$ cat config.mk
export PLATFORM = sky130hd
export DESIGN_NAME = ivf_unit
export DESIGN_NICKNAME = d
export VERILOG_FILES = /design/src/rtl/ivf_pkg.sv /design/src/rtl/ivf_seq.sv /design/src/rtl/ivf_assemble.sv /design/src/rtl/ivf_target.sv /design/src/rtl/ivf_unit.sv
export SDC_FILE = /design/constraint.sdc
export NUM_CORES = 1
export LEC_CHECK = 0
export BUFFER_PORTS_ARGS = -buffer_cell sky130_fd_sc_hd__buf_2
export CORE_ASPECT_RATIO = 1.5
export CORE_MARGIN = 2
export CORE_UTILIZATION = 61
export CTS_CLUSTER_SIZE = 14
export DETAILED_ROUTE_END_ITERATION = 6
export PLACE_DENSITY_LB_ADDON = 0.1
export SYNTH_ARGS = -nofsm -noshare
export SYNTH_HDL_FRONTEND = slang
export SYNTH_HIERARCHICAL = 1
export SYNTH_SLANG_ARGS = --single-unit
$ cat constraint.sdc
create_clock -name clk -period 7.33 [get_ports clk]
set_clock_uncertainty 0.2 [all_clocks]
set_input_delay 0.733 -clock clk [delete_from_list [all_inputs] [get_ports clk]]
set_output_delay 0.733 -clock clk [all_outputs]
set_load 0.01 [all_outputs]
$ cat src/rtl/ivf_pkg.sv
package ivf_pkg;

  typedef enum logic [1:0] {
    ST_IDLE = 2'd0,
    ST_REQ  = 2'd1,
    ST_WAIT = 2'd2
  } fetch_state_t;

endpackage

$ cat src/rtl/ivf_seq.sv
module ivf_seq
  import ivf_pkg::*;
#(
  parameter int TYPE_W      = 8,
  parameter int ADDR_W      = 20,
  parameter int ENTRY_BYTES = 4,
  localparam int IDX_W      = $clog2(ENTRY_BYTES)
) (
  input  logic              clk,
  input  logic              rst,
  input  logic              start_i,
  input  logic [TYPE_W-1:0] vec_type_i,
  input  logic              rd_rdy_i,
  input  logic              rd_vld_i,
  output logic              busy_o,
  output logic              rd_req_o,
  output logic [ADDR_W-1:0] rd_addr_o,
  output logic              byte_we_o,
  output logic [IDX_W-1:0]  byte_idx_o,
  output logic              finish_o
);

  localparam int PAD_W = ADDR_W - TYPE_W - IDX_W;
  localparam logic [IDX_W-1:0] LAST_IDX = IDX_W'(ENTRY_BYTES - 1);

  fetch_state_t state_q;
  logic [IDX_W-1:0] idx_q;
  logic [ADDR_W-1:0] base_addr;
  logic take_byte;

  assign base_addr = {{PAD_W{1'b0}}, vec_type_i, {IDX_W{1'b0}}};
  assign take_byte = (state_q == ST_WAIT) && rd_vld_i;

  assign byte_we_o  = take_byte;
  assign byte_idx_o = idx_q;
  assign finish_o   = take_byte && (idx_q == LAST_IDX);

  always_ff @(posedge clk) begin
    if (rst) begin
      state_q   <= ST_IDLE;
      idx_q     <= '0;
      busy_o    <= 1'b0;
      rd_req_o  <= 1'b0;
      rd_addr_o <= '0;
    end else begin
      unique case (state_q)
        ST_IDLE: begin
          if (start_i) begin
            state_q   <= ST_REQ;
            idx_q     <= '0;
            busy_o    <= 1'b1;
            rd_req_o  <= 1'b1;
            rd_addr_o <= base_addr;
          end
        end
        ST_REQ: begin
          if (rd_rdy_i) begin
            state_q  <= ST_WAIT;
            rd_req_o <= 1'b0;
          end
        end
        ST_WAIT: begin
          if (rd_vld_i) begin
            if (idx_q == LAST_IDX) begin
              state_q <= ST_IDLE;
              busy_o  <= 1'b0;
            end else begin
              state_q   <= ST_REQ;
              idx_q     <= idx_q + 1'b1;
              rd_req_o  <= 1'b1;
              rd_addr_o <= rd_addr_o + 1'b1;
            end
          end
        end
        default: begin
          state_q  <= ST_IDLE;
          busy_o   <= 1'b0;
          rd_req_o <= 1'b0;
        end
      endcase
    end
  end

endmodule

$ cat src/rtl/ivf_assemble.sv
module ivf_assemble #(
  parameter int DATA_W      = 8,
  parameter int WORD_W      = 16,
  parameter int ENTRY_BYTES = 4,
  localparam int IDX_W      = $clog2(ENTRY_BYTES),
  localparam int FLAT_W     = ENTRY_BYTES * DATA_W
) (
  input  logic              clk,
  input  logic              rst,
  input  logic              byte_we_i,
  input  logic [IDX_W-1:0]  byte_idx_i,
  input  logic [DATA_W-1:0] byte_i,
  output logic [WORD_W-1:0] low_word_o,
  output logic [WORD_W-1:0] high_word_o
);

  logic [FLAT_W-1:0] flat_next;

  for (genvar i = 0; i < ENTRY_BYTES; i++) begin : g_slot
    logic [DATA_W-1:0] slot_q;
    logic hit;

    assign hit = byte_we_i && (byte_idx_i == IDX_W'(i));
    assign flat_next[i*DATA_W +: DATA_W] = hit ? byte_i : slot_q;

    always_ff @(posedge clk) begin
      if (rst) slot_q <= '0;
      else if (hit) slot_q <= byte_i;
    end
  end

  assign low_word_o  = flat_next[WORD_W-1:0];
  assign high_word_o = flat_next[2*WORD_W-1:WORD_W];

endmodule

$ cat src/rtl/ivf_target.sv
module ivf_target #(
  parameter int WORD_W    = 16,
  parameter int ADDR_W    = 20,
  parameter int SEG_SHIFT = 4,
  localparam int SUM_W    = ADDR_W + 2,
  localparam int PAD_W    = SUM_W - WORD_W
) (
  input  logic [WORD_W-1:0] segment_i,
  input  logic [WORD_W-1:0] offset_i,
  output logic [ADDR_W-1:0] target_o
);

  logic [SUM_W-1:0] seg_ext;
  logic [SUM_W-1:0] off_ext;
  logic [SUM_W-1:0] sum;

  assign seg_ext  = {{PAD_W{1'b0}}, segment_i} << SEG_SHIFT;
  assign off_ext  = {{PAD_W{1'b0}}, offset_i};
  assign sum      = seg_ext + off_ext;
  assign target_o = sum[ADDR_W-1:0];

endmodule

$ cat src/rtl/ivf_unit.sv
module ivf_unit #(
  parameter int TYPE_W    = 8,
  parameter int ADDR_W    = 20,
  parameter int DATA_W    = 8,
  parameter int WORD_W    = 16,
  parameter int SEG_SHIFT = 4
) (
  input  logic              clk,
  input  logic              rst,
  input  logic              start_i,
  input  logic [TYPE_W-1:0] vec_type_i,
  output logic              busy_o,
  output logic              rd_req_o,
  output logic [ADDR_W-1:0] rd_addr_o,
  input  logic              rd_rdy_i,
  input  logic              rd_vld_i,
  input  logic [DATA_W-1:0] rd_data_i,
  output logic              done_o,
  output logic [WORD_W-1:0] offset_o,
  output logic [WORD_W-1:0] segment_o,
  output logic [ADDR_W-1:0] target_o
);

  localparam int ENTRY_BYTES = 2 * WORD_W / DATA_W;
  localparam int IDX_W       = $clog2(ENTRY_BYTES);

  logic             byte_we;
  logic [IDX_W-1:0] byte_idx;
  logic             finish;
  logic [WORD_W-1:0] low_word;
  logic [WORD_W-1:0] high_word;
  logic [ADDR_W-1:0] target_next;

  ivf_seq #(
    .TYPE_W     (TYPE_W),
    .ADDR_W     (ADDR_W),
    .ENTRY_BYTES(ENTRY_BYTES)
  ) u_seq (
    .clk       (clk),
    .rst       (rst),
    .start_i   (start_i),
    .vec_type_i(vec_type_i),
    .rd_rdy_i  (rd_rdy_i),
    .rd_vld_i  (rd_vld_i),
    .busy_o    (busy_o),
    .rd_req_o  (rd_req_o),
    .rd_addr_o (rd_addr_o),
    .byte_we_o (byte_we),
    .byte_idx_o(byte_idx),
    .finish_o  (finish)
  );

  ivf_assemble #(
    .DATA_W     (DATA_W),
    .WORD_W     (WORD_W),
    .ENTRY_BYTES(ENTRY_BYTES)
  ) u_asm (
    .clk        (clk),
    .rst        (rst),
    .byte_we_i  (byte_we),
    .byte_idx_i (byte_idx),
    .byte_i     (rd_data_i),
    .low_word_o (low_word),
    .high_word_o(high_word)
  );

  ivf_target #(
    .WORD_W   (WORD_W),
    .ADDR_W   (ADDR_W),
    .SEG_SHIFT(SEG_SHIFT)
  ) u_tgt (
    .segment_i(high_word),
    .offset_i (low_word),
    .target_o (target_next)
  );

  always_ff @(posedge clk) begin
    if (rst) begin
      done_o    <= 1'b0;
      offset_o  <= '0;
      segment_o <= '0;
      target_o  <= '0;
    end else begin
      done_o <= finish;
      if (finish) begin
        offset_o  <= low_word;
        segment_o <= high_word;
        target_o  <= target_next;
      end
    end
  end

endmodule

==> impl_metrics.ini, run 1 <==
[yosys]
async_flop_share = 0
synth_edf_count = 0
synth_commonest_cells = dfxtp_1 (111), mux2i_1 (86), nor2_1 (69)
syn_area_per_cell_um2 = 9.60
ys_ff_latch = 111
ys_types = 60
synthFlopType = dfxtp_1
synthCells = 601
synth_most_common_cell = dfxtp_1
syn-num-nets = 637
syn_area_um2 = 5770
yosys.area.top_type = dfxtp_1
synth-seq-area-share = 0.385
ys_warn_count = 6
synthTopCellsByArea = dfxtp_1 (38%), mux2i_1 (15%), mux2_2 (5.9%)
synth_top_cell_area_share = 0.385

[clock_network]
tritoncts.num_buffers = 9
cts.reportedPaths.clkPinSlew_ns = 0.07
post_cts_buffers = 0
cts_resized = 0
clock_sinks = 111
hold_buffers = 0
clk_latency_ns = 0.35
clock_path_buffers = 2
cts.root.buffer_cell = clkbuf_16
cts_tree = yes
h-tree-depth = 3

[timing]
period_needed_ns = 4.85
setup_ws_ns = 2.48
hold_viol = 0
final.setup.tns_ns = 0
setup_viol = 0
grt_setup_unrepaired = no
worstMarginPinSlew_ns = 0.889
max_freq_ghz = 0.206
fin_crit_sh = 0.662
slew_headroom = 0.407
finalMaxSlewViolations = 0

[power_and_ir_drop]
power.density_nw_per_um2 = 178
irDropWorstVdd_mv = 0.147
p_seq_frac = 0.540
p_sw_mw = 0.262
total_power_mw = 1.15
combPwrFrac = 0.056
p_int_mw = 0.884
p_clk_frac = 0.404
p_leak_nw = 2.79
p_sw_frac = 0.229

[place]
dp_hpwl_um = 9830
dpl_cell_area_um2 = 6140
gp_congestion = 0.884
post-place-ws_ns = 2.55
port_buffers = 95

[cells_and_area]
nFillCells = 754
multi_input_area_um2 = 3250
design_area_um2 = 6430
drive_above_1_share = 0.236
fin_util = 0.695
antennaDiodeCount = 0
area_delta_synth_final_pct = 11.4
fin_nets = 706
regArea_um2 = 2220

[route]
drc = 0
vias = 4658
ant_nets = 0
wl_um = 13600
via_per_inst = 5.93
drtIter0Drc = 280
wl_per_cell_um = 17.3
drtPass1Iterations = 5

[global_route]
grt_pass1_vias = 4387
grt-busiest-layer = met2
grt_overflow = 0
met1_usage = 0.308
use_met2 = 0.492
antenna_found_initial = 0
grt_max_degree = 60
use_met3 = 0.0374
grt_use_total = 0.267
grt_pass1_wl_um = 22000

[floorplan]
initial_core_util = 0.624
core_area_um2 = 9250
num_rows = 43
die_area_um2 = 10300
die_h_um = 123
io_pins = 96
die_width_um = 83.4

[setup_path]
cp-end-kind = register
crit_type = register to register
path_max_fanout = 16
critPathLaunchType = register
crit_required_ns = 7.35
critical_path_arrival_ns = 4.87

[hold_path]
hold_class = register to register

[run_status]
outcome = finished, final reports clean

[flow_run]
drv_cap = 0
==> kinds of logic (layout without fill, tap and decap cells) <==
family | after synthesis | after routing | share of synthesized area
buf+inv | 49 | 122 | 0.0520
simple gates | 208 | 208 | 0.192
compound gates | 91 | 91 | 0.111
flops | 111 | 111 | 0.385
fa+ha+maj | 15 | 15 | 0.0338
xor+xnor | 9 | 9 | 0.0137
mux | 118 | 118 | 0.213
==> power groups by stage <==
stage          sequential, mW  combinational, mW  clock, mW
6_report                0.619             0.0642      0.463
2_1_floorplan           0.632             0.0419          0
5_1_grt                 0.620             0.0700      0.498
3_3_place_gp            0.632             0.0634          0
3_5_place_dp            0.632             0.0641          0
4_1_cts                 0.619             0.0644      0.471
==> state kept, by name, summed over array words and instances, names as in the netlist <==
signal	count
done_o	1
offset_o	16
segment_o	16
target_o	20
u_asm/g_slot.slot_q	32
u_seq/busy_o	1
u_seq/byte_idx_o	2
u_seq/rd_addr_o	20
u_seq/rd_req_o	1
u_seq/state_q	2
==> layout make-up <==
type,instances,share of cell area
Sequential cell,111,0.346
Tap cell,112,0.0218
Clock inverter,4,0.00467
Multi-Input combinational cell,441,0.506
Inverter,9,0.00526
Clock buffer,11,0.0393
Timing Repair Buffer,98,0.0775
==> worst paths after layout <==
path / slack [ns] / end / from / cells past startpoint
worst max-delay path: 2.48 / target_o[14]$_SDFFE_PP0P_ / u_seq/state_q[1]$_SDFFE_PP0P_ / 12
worst min-delay path: 0.25 / u_seq/rd_req_o$_SDFFE_PP0P_ / u_seq/rd_req_o$_SDFFE_PP0P_ / 2
worst max register to register: 2.48 / target_o[14]$_SDFFE_PP0P_ / u_seq/state_q[1]$_SDFFE_PP0P_ / 12
worst min register to register: 0.25 / u_seq/rd_req_o$_SDFFE_PP0P_ / u_seq/rd_req_o$_SDFFE_PP0P_ / 2
==> metrics by stage <==
| stage | hold WS (ns) | instances |
|---|---|---|
| 3_3_place_gp | 0.243 | 771 |
| 6_report | 0.252 | 786 |
| 2_1_floorplan | 0.245 | 601 |
| 4_1_cts | 0.258 | 786 |
| 3_5_place_dp | 0.248 | 771 |
| 5_1_grt | 0.298 | 786 |
==> worst max-delay path: stages, from the launching register on <==
cell and delay (ns):
dfxtp_1 0.49, nor2b_1 0.73, and2_1 0.32, or3b_1 0.71, mux2_2 0.42, ha_1 0.22, fa_1 0.41, a21o_1 0.24
a221oi_4 0.42, o21ai_0 0.19, xor2_1 0.17, mux2i_1 0.14, nor2_1 0.06
==> layout by cell type (no fill, tap or decap), types with 5 or more instances in the layout <==
| cell type | instances |
|---|---|
| a211oi_1 | 5 |
| a21o_1 | 5 |
| a21oi_1 | 31 |
| and2_1 | 7 |
| buf_2 | 95 |
| clkbuf_16 | 9 |
| dfxtp_1 | 111 |
| ha_1 | 14 |
| inv_1 | 9 |
| mux2_2 | 30 |
| mux2i_1 | 86 |
| nand2_1 | 19 |
| nand2b_1 | 44 |
| nand3_1 | 17 |
| nand4_1 | 6 |
| nor2_1 | 69 |
| nor3_1 | 6 |
| o21ai_0 | 15 |
| o31ai_1 | 5 |
| or3_1 | 8 |
| or4_1 | 6 |
| xnor2_1 | 6 |
==> layer usage <==
layer	vias up	wire length, um
met5	-	0
met4	0	407
met3	25	535
met2	130	7050
met1	2221	5570
li1	2282	-
(Power assumes the default switching activity.)
==> run 2: changes to the inputs <==
ABC_AREA = 1   (was unset)
CORE_UTILIZATION = 52   (was 61)
clock period = 3.9 ns   (was 7.33 ns; I/O delays follow)
==> run 2 against run 1 <==
  * Clock power is 110% higher
  * Via count increased by 23%
  * Sequential power grew 91%
  * Largest power group unchanged
  * Sequential cell count unchanged
  * Critical path type unchanged
  * Area after synthesis is 7.2% higher
  * Highest routed layer unchanged
  * Critical endpoint is now target_o[18]$_SDFFE_PP0P_
  * Critical path depth up 10
==> impl_metrics.ini, run 2 <==
[cells_and_area]
reg_top3 = u_asm/g_slot.slot_q (32), target_o (20), u_seq/rd_addr_o (20)
area_delta_synth_final_pct = 12.9
largest_reg_flops = 32
fin_nets = 1101
mostFrequentLayoutCells = nand2_1 (309), inv_1 (188), nor2_1 (178), dfxtp_1 (111), buf_2 (95)
antennaDiodeCount = 0
drive_above_1_share = 0.140
layout_commonest_cell = nand2_1
top_register = u_asm/g_slot.slot_q
final_cells = 1220

[yosys]
ys_ff_latch = 111
async_flop_share = 0
synth_top_cell_area_share = 0.359
syn-num-nets = 1021
synthFlopType = dfxtp_1
synthTopCellsByArea = dfxtp_1 (36%), nand2_1 (19%), inv_1 (11%)
synth-seq-area-share = 0.359
synth_edf_count = 0
ys_types = 38
synth_commonest_cells = nand2_1 (309), inv_1 (188), nor2_1 (180)
synthCells = 985
ys_warn_count = 6
synth_most_common_cell = nand2_1
syn_area_per_cell_um2 = 6.28
yosys.area.top_type = dfxtp_1
syn_area_um2 = 6180

[clock_network]
cts.root.buffer_cell = clkbuf_16
tritoncts.num_buffers = 9
cts_tree = yes
cts.reportedPaths.clkPinSlew_ns = 0.08
cts_resized = 0
post_cts_buffers = 0
clk_latency_ns = 0.35
clock_sinks = 111
h-tree-depth = 3
hold_buffers = 0
clock_path_buffers = 2

[global_route]
grt_pass1_vias = 5122
grt_use_total = 0.228
grt_max_degree = 51
grt_overflow = 0
grt_pass1_wl_um = 23200
antenna_found_initial = 0

[floorplan]
core_area_um2 = 11500
die_h_um = 138
die_area_um2 = 12800
io_pins = 96
die_width_um = 93.0
initial_core_util = 0.536
num_rows = 48

[setup_path]
rr_startpoint = u_seq/state_q[0]$_SDFFE_PP0P_
critPathLaunchType = register
critical_path_arrival_ns = 3.06
crit_required_ns = 3.95
critPathLaunch = u_seq/state_q[0]$_SDFFE_PP0P_
crit_type = register to register
timing.rr.end = target_o[18]$_SDFFE_PP0P_
endpoint = target_o[18]$_SDFFE_PP0P_
path_max_fanout = 28
cp-end-kind = register
ff2ff_setup_slack_ns = 0.89
rr_worst_depth = 22

[place]
port_buffers = 95
place_inst = 1204
dp_hpwl_um = 10700
gp_congestion = 0.878

[route]
drc = 0
via_per_inst = 4.71
drtIter0Drc = 270
wl_um = 14100
drtPass1Iterations = 5
vias = 5743
ant_nets = 0
wl_per_cell_um = 11.6

[timing]
hold_viol = 0
max_freq_ghz = 0.332
hold_ws_ns = 0.125
final.setup.tns_ns = 0
grt_setup_unrepaired = no
worstMarginPinSlew_ns = 0.593
fin_crit_sh = 0.773
slew_headroom = 0.604
period_needed_ns = 3.01
finalMaxSlewViolations = 0
setup_viol = 0

[hold_path]
hold_class = primary input to register

[power_and_ir_drop]
p_leak_nw = 3.73
power.density_nw_per_um2 = 336
p_sw_frac = 0.255
irDropWorstVdd_mv = 0.207
p_clk_frac = 0.414
p_sw_mw = 0.599
combPwrFrac = 0.084
p_seq_frac = 0.502
p_int_mw = 1.75

[flow_run]
drv_cap = 0

[run_status]
outcome = finished, final reports clean
run 2: cell count changes after synthesis, moves of 6 or more:
cell	delta
nor2_1	+111
or3_1	-8
clkbuf_1	-12
nand2b_1	-44
nand4_1	+15
nand2_1	+290
mux2_2	-30
inv_1	+179
and2_1	-6
nand3_1	+14
mux2i_1	-86
buf_6	+8
or4_1	-6
run 2: final cells by class:
type	count	area (um^2)
clock buffers	11	243
clock inverters	5	76.3
fillers	1205	4550
inverters	192	721
multi-input cells	647	2990
flip-flops and latches	111	2220
well taps	150	188
repair buffers	104	543
run 2: power groups by stage:
stage,Clock [mW],Combinational [mW],Sequential (mW)
2_1_floorplan,0,0.151,1.21
3_3_place_gp,0,0.198,1.20
3_5_place_dp,0,0.199,1.21
4_1_cts,0.995,0.200,1.18
5_1_grt,1.03,0.222,1.18
6_report,0.973,0.198,1.18
run 2: cells by family (layout without fill, tap and decap cells):
family | count (synthesis) | in the layout | share of synthesized area
and+or+nand+nor | 576 | 576 | 0.397
adders and majority gates | 15 | 15 | 0.0316
AOI/OAI and AO/OA | 49 | 49 | 0.0441
buffers and inverters | 227 | 312 | 0.159
xor gates and xnor gates | 7 | 7 | 0.00991
DFF | 111 | 111 | 0.359
run 2: metal layers:
metal	up-vias	wire length [um]	track usage
li1	3075	-	-
met4	0	478	0.106
met2	127	7130	0.422
met1	2511	6030	0.256
met5	-	0	0
met3	30	489	0.0290
run 2: worst min path at each step:
stage	start	to	slack (ns)	cells after the start
after floorplan	rst	done_o$_SDFF_PP0_	0.26	1
after global placement	offset_o[3]$_SDFFE_PP0P_	offset_o[3]$_SDFFE_PP0P_	0.25	2
after detailed placement	u_seq/busy_o$_SDFFE_PP0P_	u_seq/busy_o$_SDFFE_PP0P_	0.26	2
after CTS	rd_rdy_i	u_seq/state_q[1]$_SDFFE_PP0P_	0.11	3
after global routing	start_i	u_seq/busy_o$_SDFFE_PP0P_	0.14	3
final	rd_rdy_i	u_seq/state_q[1]$_SDFFE_PP0P_	0.13	3
run 2: worst max-delay path, stage by stage, from the launching register on:
cell and delay (ns):
dfxtp_1 0.46, inv_1 0.09, nand2_1 0.11, nor2_2 0.05
buf_4 0.23, nand3_4 0.16, nand2_1 0.06, nand2_1 0.09
inv_1 0.07, ha_1 0.23, fa_1 0.40, nand2_1 0.08
nand2_1 0.07, nand3b_1 0.08, nand2_1 0.09, nand2_1 0.09
nand2_1 0.05, nand2_1 0.06, nand2_1 0.04, inv_1 0.05
nand2_1 0.04, nand2_1 0.06, nor2_1 0.04
run 2: through the flow:
stage                      util  worst slack (ns)  area, um^2  power, mW
after CTS                 0.606             0.898        6980       2.37
final                     0.606             0.885        6980       2.35
after global routing      0.606             0.618        6980       2.44
after detailed placement  0.578             0.860        6670       1.40
after floorplan               -             0.932        6180       1.36
after global placement    0.578             0.905        6670       1.40
